**config.mk**
```make
export PLATFORM = sky130hd
export DESIGN_NAME = fpga_par_cfg_master
export DESIGN_NICKNAME = d
export VERILOG_FILES = /design/src/rtl/fpga_par_cfg_master.sv
export SDC_FILE = /design/constraint.sdc
export NUM_CORES = 1
export LEC_CHECK = 0
export ABC_CLOCK_PERIOD_IN_PS = 3850
export CAP_MARGIN = 20
export CORE_ASPECT_RATIO = 1.25
export CORE_MARGIN = 1.5
export CORE_UTILIZATION = 35
export DETAILED_ROUTE_END_ITERATION = 12
export SYNTH_ARGS = -nofsm -noshare
export SYNTH_HDL_FRONTEND = slang
export SYNTH_SLANG_ARGS = --single-unit
```
**constraint.sdc**
```tcl
create_clock -name clk -period 3.85 [get_ports clk]
set_clock_uncertainty 0.05 [all_clocks]
set_input_delay 0.77 -clock clk [delete_from_list [all_inputs] [get_ports clk]]
set_output_delay 0.77 -clock clk [all_outputs]
set_load 0.02 [all_outputs]
```
**src/rtl/fpga_par_cfg_master.sv**
```systemverilog
module fpga_par_cfg_master #(
  parameter int DIV     = 2,
  parameter int TMO_CYC = 500000,
  parameter int LEN_W   = 16
) (
  input  logic             clk,
  input  logic             rst_n,
  input  logic             go_load,
  input  logic             go_read,
  input  logic [LEN_W-1:0] img_len,
  input  logic             busy_chk_en,
  input  logic             s_valid,
  output logic             s_ready,
  input  logic [7:0]       s_data,
  output logic             tgt_restart,
  output logic             tgt_clk,
  output logic             tgt_sel,
  output logic             tgt_wen,
  output logic [7:0]       tgt_wdata,
  input  logic [7:0]       tgt_rdata,
  input  logic             tgt_clear,
  input  logic             tgt_stall,
  input  logic             tgt_live,
  output logic             rd_valid,
  output logic [7:0]       rd_data,
  output logic             op_done,
  output logic             op_ok,
  output logic             abort,
  output logic [1:0]       fail_phase
);
  localparam int PH_W = (DIV > 1) ? $clog2(DIV) : 1;
  localparam int WT_W = $clog2(TMO_CYC + 1);

  typedef enum logic [2:0] {S_IDLE, S_PROG, S_RDY, S_FETCH, S_LO, S_HI, S_CHK} state_t;
  typedef enum logic [2:0] {C_BYTE, C_STALL, C_DONE, C_READ, C_RTAIL} ctx_t;

  state_t           st;
  ctx_t             ctx;
  logic [PH_W-1:0]  ph;
  logic [WT_W-1:0]  wcnt;
  logic [LEN_W-1:0] cnt, len_q;
  logic             bchk_q;
  logic [7:0]       dout_q;

  wire ph_end  = ph == PH_W'(DIV - 1);
  wire tmo_hit = wcnt >= WT_W'(TMO_CYC - 1);
  wire xfer    = (st == S_FETCH) || (st == S_LO) || (st == S_HI) || (st == S_CHK);
  wire wr_ctx  = (ctx == C_BYTE) || (ctx == C_STALL);

  assign tgt_restart = st == S_PROG;
  assign tgt_clk     = st != S_LO;
  assign tgt_sel     = xfer && (wr_ctx || ctx == C_READ);
  assign tgt_wen     = xfer && wr_ctx;
  assign tgt_wdata   = dout_q;
  assign s_ready     = st == S_FETCH;

  always_ff @(posedge clk) begin
    if (!rst_n) begin
      st <= S_IDLE;
      ctx <= C_BYTE;
      ph <= '0;
      wcnt <= '0;
      cnt <= '0;
      len_q <= '0;
      bchk_q <= 1'b0;
      dout_q <= '0;
      rd_valid <= 1'b0;
      rd_data <= '0;
      op_done <= 1'b0;
      op_ok <= 1'b0;
      abort <= 1'b0;
      fail_phase <= '0;
    end else begin
      op_done <= 1'b0;
      abort <= 1'b0;
      rd_valid <= 1'b0;
      if (!tmo_hit) wcnt <= wcnt + WT_W'(1);
      ph <= ((st == S_PROG || st == S_LO || st == S_HI) && !ph_end) ? ph + PH_W'(1) : '0;
      case (st)
        S_IDLE: begin
          if (go_load || go_read) begin
            len_q <= img_len;
            bchk_q <= busy_chk_en;
            cnt <= '0;
            fail_phase <= '0;
            op_ok <= 1'b0;
            if (go_load) st <= S_PROG;
            else begin
              st <= S_LO;
              ctx <= (img_len == '0) ? C_RTAIL : C_READ;
            end
          end
        end
        S_PROG: if (ph_end) begin
          st <= S_RDY;
          wcnt <= '0;
        end
        S_RDY: begin
          if (tgt_clear && !tgt_stall) begin
            if (len_q == '0) begin
              st <= S_CHK;
              ctx <= C_DONE;
              wcnt <= '0;
            end else begin
              st <= S_FETCH;
              ctx <= C_BYTE;
            end
          end else if (tmo_hit) begin
            st <= S_IDLE;
            op_done <= 1'b1;
            abort <= 1'b1;
            fail_phase <= 2'd1;
          end
        end
        S_FETCH: if (s_valid) begin
          dout_q <= s_data;
          cnt <= cnt + LEN_W'(1);
          st <= S_LO;
        end
        S_LO: if (ph_end) st <= S_HI;
        S_HI: if (ph_end) begin
          st <= S_CHK;
          if (ctx == C_BYTE) wcnt <= '0;
        end
        S_CHK: begin
          case (ctx)
            C_BYTE, C_STALL: begin
              if (bchk_q && tgt_stall) begin
                if (tmo_hit) begin
                  st <= S_IDLE;
                  op_done <= 1'b1;
                  abort <= 1'b1;
                  fail_phase <= 2'd2;
                end else begin
                  ctx <= C_STALL;
                  st <= S_LO;
                end
              end else if (cnt == len_q) begin
                ctx <= C_DONE;
                wcnt <= '0;
              end else begin
                ctx <= C_BYTE;
                st <= S_FETCH;
              end
            end
            C_DONE: begin
              if (tgt_live) begin
                st <= S_IDLE;
                op_done <= 1'b1;
                op_ok <= 1'b1;
              end else if (tmo_hit) begin
                st <= S_IDLE;
                op_done <= 1'b1;
                abort <= 1'b1;
                fail_phase <= 2'd3;
              end else st <= S_LO;
            end
            C_READ: begin
              rd_data <= tgt_rdata;
              rd_valid <= 1'b1;
              cnt <= cnt + LEN_W'(1);
              if (cnt + LEN_W'(1) == len_q) ctx <= C_RTAIL;
              st <= S_LO;
            end
            default: begin
              st <= S_IDLE;
              op_done <= 1'b1;
              op_ok <= 1'b1;
            end
          endcase
        end
        default: st <= S_IDLE;
      endcase
    end
  end
endmodule

```
**Word level (Yosys, flattened, before mapping)**

Index checks and enable logic that the tools add are counted.

- Flip-flop bits (word level): 81
- Output and inout bits: 27

- Reduce and logical (&&, ||, !) cells: 34
- Magnitude comparators: 1
- Multiplexer cells: 63
- Equality and inequality tests: 34
- $add $sub $neg: 3

Operators with widths:

| cell | count |
|---|---|
| 19-bit 2-to-1 mux | 9 |
| 19-bit one-hot mux with 4 select lines | 1 |
| 3-bit 2-to-1 mux | 20 |
| 16-bit 2-to-1 mux | 3 |
| 16-bit one-hot mux with 3 select lines | 1 |
| 16-bit equality test | 2 |
| 16-bit logical NOT | 2 |
| 3-bit inequality test, second input constant | 7 |
| 3-bit one-hot mux with 7 select lines | 1 |
| 19-bit by 1-bit adder with 19-bit output, second input constant | 1 |
| 19-bit greater-or-equal comparator, second input constant | 1 |
| 2-bit 2-to-1 mux | 9 |
| 2-bit inequality test, second input constant | 9 |
| 3-bit one-hot mux with 3 select lines | 2 |
| 16-bit by 1-bit adder with 16-bit output, second input constant | 1 |
| 7-bit AND reduction | 2 |
| 3-bit by 2-bit equality test with 1-bit output, second input constant | 4 |
| 1-bit one-hot mux with 2 select lines | 5 |
| 2-bit AND reduction | 5 |
| 3-bit equality test, second input constant | 3 |
| 9-bit AND reduction | 1 |
| 1-bit logical OR | 8 |
| 1-bit 2-to-1 mux | 8 |
| 4-bit inequality test, second input constant | 2 |
| 17 further kinds | 28 |

**Depth between registers and ports, before layout**

Gate-level depths: netlist (run 1).

- Depth in word-level cells: 6
- Mapped depth: 10
- Gate-level depth less buffers: 8

**Least setup slack after synthesis (run 1)**

Ideal clock, no wire load.

- Path type: flip-flop to flip-flop
- Start: reg wcnt[9]
- End: reg st[2]
- Setup time: 0.119 ns
- Setup slack: 1.575 ns
- Buffers on the path: 1
- Data arrival time: 2.105 ns
- Period minus slack after synthesis: 2.275 ns
- Stages on the path, launching flop included: 9
- Data required time: 3.681 ns
- Cell sequence: dfxtp_1 > or4_4 > or4_4 > o2111ai_2 > nand2_2 > buf_6 > a311o_1 > nand2_1 > mux2i_1

- Longest elaborated chain between the ends: 5

Ends and longest elaborated chain:

| what | line | source |
|---|---|---|
| from (decl) | 40 | `logic [WT_W-1:0] wcnt;` |
| from (signal assigned) | 77 | `if (!tmo_hit) wcnt <= wcnt + WT_W'(1);` |
| 19-bit greater-or-equal comparator * | 46 | `wire tmo_hit = wcnt >= WT_W'(TMO_CYC - 1);` |
| 3-bit 2-to-1 mux | 129, 151 |  |
| 3-bit 2-to-1 mux (on tied branches) | 147, 128 |  |
| 3-bit one-hot mux with 3 select lines | 126 | `case (ctx)` |
| 3-bit one-hot mux with 7 select lines | 79 | `case (st)` |
| to (signal assigned) | 130 | `st <= S_IDLE;` |
| to (signal assigned) | 148 | `st <= S_IDLE;` |
| to (signal assigned) | 152 | `st <= S_IDLE;` |
| to (decl) | 37 | `state_t st;` |

Every way passes the cells marked *; elsewhere a longest branch is shown, timed or not.
A chain may end at the register's enable or synchronous reset.

**Worst setup path in the final report (run 1)**

- Start: reg st[0]
- End: out s_ready

- Longest elaborated chain between the ends: 1

Ends and longest elaborated chain:

| what | line | source |
|---|---|---|
| from (signal assigned) | 59 | `st <= S_IDLE;` |
| from (signal assigned) | 87 | `if (go_load) st <= S_PROG;` |
| from (signal assigned) | 89 | `st <= S_LO;` |
| 3-bit by 2-bit equality test with 1-bit output | 55 | `assign s_ready = st == S_FETCH;` |
| to (decl) | 13 | `output logic s_ready,` |

Every way passes these cells.

==> results of run 1 <==
[power by group]
| group | internal [mW] | leakage [nW] | total, mW | switching (mW) |
|---|---|---|---|---|
| logic | 0.331 | 1.13 | 0.816 | 0.484 |
| registers | 0.927 | 0.657 | 1.03 | 0.107 |
| clock network | 0.471 | 0.131 | 0.823 | 0.352 |
[cell families (layout without fill, tap and decap cells)]
family | after synthesis | in the layout
adder cells (fa/ha/maj) | 2 | 2
flip-flops | 81 | 81
AND/OR/NAND/NOR | 263 | 263
XOR/XNOR | 50 | 50
multiplexers | 5 | 5
AO/OA/AOI/OAI | 118 | 118
buffers and inverters | 43 | 101
[worst max-delay path: stages (launching register included)]
cell,delay [ns]
dfxtp_1,0.31
buf_4,0.23
nand2_1,0.15
nor2_1,0.34
clkdlybuf4s50_1,0.68
[through the flow]
step	hold WS [ns]	setup slack [ns]
global placement	0.392	0.997
floorplan	0.383	1.58
global route	0.416	0.877
CTS	0.404	0.985
finish	0.404	0.964
detailed placement	0.395	0.871
[cell type report]
type	count	area, um2
fillers	1238	6710
multi-input cells	438	2520
flip-flops and latches	81	1620
repair buffers	74	723
clock buffers	12	256
well taps	164	205
inverters	11	41.3
clock inverters	4	27.5
[synthesized netlist by cell type, types with 3 or more instances]
cell type	number
dfxtp_1	81
nand4_1	12
clkbuf_1	21
nor3_1	12
buf_2	6
inv_1	9
nor2_1	54
o21ai_0	18
or3_1	6
a31oi_1	8
mux2i_1	5
buf_1	3
and2_1	7
a21o_1	3
xor2_1	30
nand2_1	100
nor4_1	15
and3_1	13
xnor2_1	20
nand3_1	20
a21oi_1	54
nor3b_1	5
o21a_1	3
a211oi_1	4
[layer usage]
| metal | vias to the layer above | part of all wire |
|---|---|---|
| li1 | 2078 | - |
| met1 | 2004 | 0.42 |
| met2 | 121 | 0.51 |
| met3 | 22 | 0.054 |
| met4 | 0 | 0.021 |
| met5 | - | 0 |
[worst max-delay path by stage]
stage	endpoint	slack (ns)
after floorplan	st[2]	1.58
after global placement	cnt[14]	1.0
after detailed placement	cnt[15]	0.87
after CTS	tgt_wen	0.98
after global routing	tgt_wen	0.88
final	s_ready	0.96
[sequential cells by signal, indices dropped and copies added (netlist names), 2 cells and up]
name,cells
cnt,16
len_q,16
wcnt,19
ctx,3
st,3
fail_phase,2
tgt_wdata,8
rd_data,8
==> reports/metrics.csv, run 1 <==
metric,value,unit
final.setup.tns,0,ns
antenna_found_initial,0,
r2r_end,ctx[1],
yosysWarningCount,0,
tightest_slew,0.883,ns
yosys_register_bits,81,
synthSimpleGateAreaFrac,0.293,
syn_nets,605,
vias,4225,
yosys.area.top_type,dfxtp_1,
mostFrequentLayoutCells,"100 x nand2_1, 81 x dfxtp_1, 67 x clkdlybuf4s50_1",
grtUsageTotal,0.197,
cp-end-kind,primary output,
initial_core_util,0.357,
io_pins,68,
power.leakage,1.92,nW
slew_headroom,0.407,
post_cts_buffers,0,
drt_wl_total,12.3,mm
whs_path_depth,2,
netlist_area,0.00432,mm2
drive_gt1_frac,0.0581,
hpwl,9.14,mm
layout.nets,658,
synth_edf_count,0,
clk_pin_slew,0.06,ns
firstDrtPassIters,4,
clock_sinks,81,
clockRootBuffer,clkbuf_16,
synth_compound_area_frac,0.170,
met1_usage,0.232,
powerDensity,495,mW/mm2
gp_congestion,0.922,
area_growth,24.9,%
min_from,rd_data[2],
grt_pass1_wl,20.0,mm
use_met2,0.336,
worstRegToRegCells,7,
min_period,2.89,ns
io_buffer_count,67,
cts_hold_buf,0,
timing.rr.start,cnt[2],
htree_levels,3,
synthFlopType,dfxtp_1,
drtIter0Drc,159,
arrival,2.07,ns
final_common_cell,nand2_1,
status,completed,
synthDistinctLibCells,60,
critPathRequiredTime,3.03,ns
ys_seq_area_frac,0.375,
cts_tree,yes,
viasPerCell,5.39,
cts.path.max_buffers,2,
numCtsBuffers,9,
rsz0062_at_grt,no,
insertion_delay,0.34,ns
grtUsageMet3,0.0476,
synth_top_family_by_area,simple AND/OR/NAND/NOR gates,
die-area,0.0130,mm2
synth_top_area_frac,0.375,
reg2reg_setup_slack,1.10,ns
slew_violations,0,
grt_busiest_layer,met2,
drv_cap,0,
synth-async-reset-ratio,0,
startpoint,st[0],
num_rows,45,
synthAdderAreaFrac,0.00579,
final_util,0.446,
route.detailed.drc,0,
die_height,127,um
syn_avg_cell_area,7.69,um2
period_share,0.750,
dp.cells,768,
grt_max_degree,27,
die_w,102,um
grt_pass1_vias,4124,
grt_overflow,0,
worstHoldPathType,flip-flop to flip-flop,
muxShareOfSynthArea,0.0116,
ir_drop,0.000219,V
placed_area,0.00511,mm2
synth_area_leaders,"dfxtp_1 38%, nand2_1 8.7%, a21oi_1 6.3%, xor2_1 6.1%, nor2_1 4.7%",
n_antenna_cell,0,
total_power,2.67,mW
hold_viol,0,
synth-xor-area-share,0.101,
whs_endpoint,rd_data[2],
crit_type,flip-flop to primary output,
final_area,0.00540,mm2
finalNonFillerCells,784,
finalSetupViolCount,0,
avgRoutedWirePerCell,15.8,um
cts_resized,0,
crit_fanout,21,
design.core.area,0.0121,mm2
fmax,347,MHz
syn-instance-count,562,
ant_nets,0,
start_kind,flip-flop,
(Power assumes the default switching activity.)
==> run 2, diff against run 1 <==
- ABC_CLOCK_PERIOD_IN_PS: 3850 -> 2300
- clock period: 3.85 -> 2.3 ns (I/O delays scaled with it)
==> reports/metrics.csv, run 2 (same netlist as run 1, synthesis figures left out) <==
metric,value,unit
start_kind,flip-flop,
mostFrequentLayoutCells,"97 x nand2_1, 74 x dfxtp_1, 64 x buf_4",
power.internal,3.32,mW
grtUsageTotal,0.206,
crit_type,flip-flop to flip-flop,
period_share,1.05,
io_pins,68,
power.leakage,2.35,nW
clockRootBuffer,clkbuf_16,
dp.cells,829,
num_rows,45,
die_height,127,um
hpwl,9.72,mm
htree_levels,3,
regMostFlops,wcnt,
firstDrtPassIters,5,
gp_congestion,0.930,
grt_pass1_wl,21.2,mm
crit_path_frequent_cell,buf_4,
largest_register_ffs,19,
cp-end-kind,flip-flop,
route.detailed.drc,0,
initial_core_util,0.357,
grt_overflow,0,
min_period,2.41,ns
tightest_slew,0.654,ns
min_from,tgt_wdata[6],
cp_cell_sequence,"buf_4, nand3_1, or3_4, nor3b_2, o22ai_2, a2111oi_4, buf_4, o21ai_2, mux2i_1",
final_area,0.00622,mm2
numCtsBuffers,9,
finalSetupViolCount,8,
cp_num_buf_inv,2,
reg.largest.list,"wcnt: 19 flops, cnt: 16 flops, len_q: 16 flops",
ir_drop,0.000452,V
n_antenna_cell,0,
fmax,415,MHz
layout.nets,723,
area_growth,44.0,%
arrival,2.58,ns
hold_slack,0.405,ns
critPathRequiredTime,2.47,ns
crit_family,simple AND/OR/NAND/NOR gates,
io_buffer_count,67,
grt_pass1_vias,4547,
placed_area,0.00560,mm2
p_seq_frac,0.347,
whs_path_depth,2,
hold_viol,0,
final.setup.tns,-0.509,ns
timing.rr.start,cnt[2],
drv_cap,0,
startpoint,cnt[2],
crit_fanout,4,
worstHoldPathType,flip-flop to flip-flop,
vias,4511,
avgRoutedWirePerCell,15.7,um
antenna_found_initial,0,
cts_tree,yes,
switchingPower,1.68,mW
fillCellCount,1168,
slowest_stage,or3_4,
clock_sinks,81,
final_util,0.514,
drive_gt1_frac,0.199,
die_w,102,um
slew_violations,0,
rsz0062_at_grt,yes,
power_frac_clock,0.324,
switching_share,0.336,
insertion_delay,0.34,ns
violations,setup timing,
status,"finished, violations left",
total_power,5.00,mW
final_common_cell,nand2_1,
powerDensity,804,mW/mm2
drtIter0Drc,177,
grt_max_degree,20,
clk_pin_slew,0.06,ns
p_comb_frac,0.329,
cpPeakStageDelay,0.42,ns
path_depth,9,
cts.path.max_buffers,2,
slew_headroom,0.558,
worstRegToRegCells,9,
drt_wl_total,13.3,mm
post-place-ws,-0.212,ns
ant_nets,0,
fin_ws,-0.110,ns
viasPerCell,5.33,
finalNonFillerCells,847,
design.core.area,0.0121,mm2
die-area,0.0130,mm2
-- run 2: cell type report --
cell class / count / area (um2) / area share
Multi-Input combinational cell: 438 / 2740 / 0.441
Sequential cell: 81 / 1630 / 0.262
Timing Repair Buffer: 139 / 1270 / 0.204
Clock buffer: 9 / 225 / 0.0362
Tap cell: 164 / 205 / 0.0330
Clock inverter: 5 / 106 / 0.0171
Inverter: 11 / 41.3 / 0.00664
-- run 2: power groups by stage --
stage                     Combinational (mW)  Sequential (mW)  Clock [mW]
after floorplan                        0.968             1.70           0
after global placement                  1.50             1.75           0
after detailed placement                1.51             1.75           0
after CTS                               1.56             1.73        1.65
after global routing                    1.80             1.76        1.71
final                                   1.65             1.74        1.62
-- run 2: path summary, 6_finish.rpt --
path                            slack (ns)      endpoint
worst max-delay path                 -0.11        ctx[1]
worst min-delay path                  0.41  tgt_wdata[6]
worst max register to register       -0.11        ctx[1]
worst min register to register        0.41  tgt_wdata[6]
-- run 2: worst register-to-register path: cells and delay by family (launching register included) --
| kind | cells | cell delay [ns] |
|---|---|---|
| AND/OR/NAND/NOR | 3 | 0.85 |
| AO/OA/AOI/OAI | 3 | 0.57 |
| multiplexers | 1 | 0.14 |
| flip-flops | 1 | 0.37 |
| buffers and inverters | 2 | 0.33 |
-- run 2: metal layers --
metal,global-route usage,wire length [um]
met3,0.0367,542
met4,0.0878,435
met2,0.358,6770
met5,0,0
met1,0.244,5560
-- run 2: timing repair --
action / CTS / global route
buffers inserted: 2 / 2
setup endpoints to repair: 23 / 29
pin swaps: 8 / 12
hold buffers: 0 / 0
resized for setup: 23 / 35
gates cloned: 0 / 1
==> run 3, diff against run 2 <==
- CAP_MARGIN: 20 -> 10
- CTS_CLUSTER_SIZE: unset -> 10
==> results of run 3 <==
The final DEF is identical to that of run 2; final timing and power are the same.
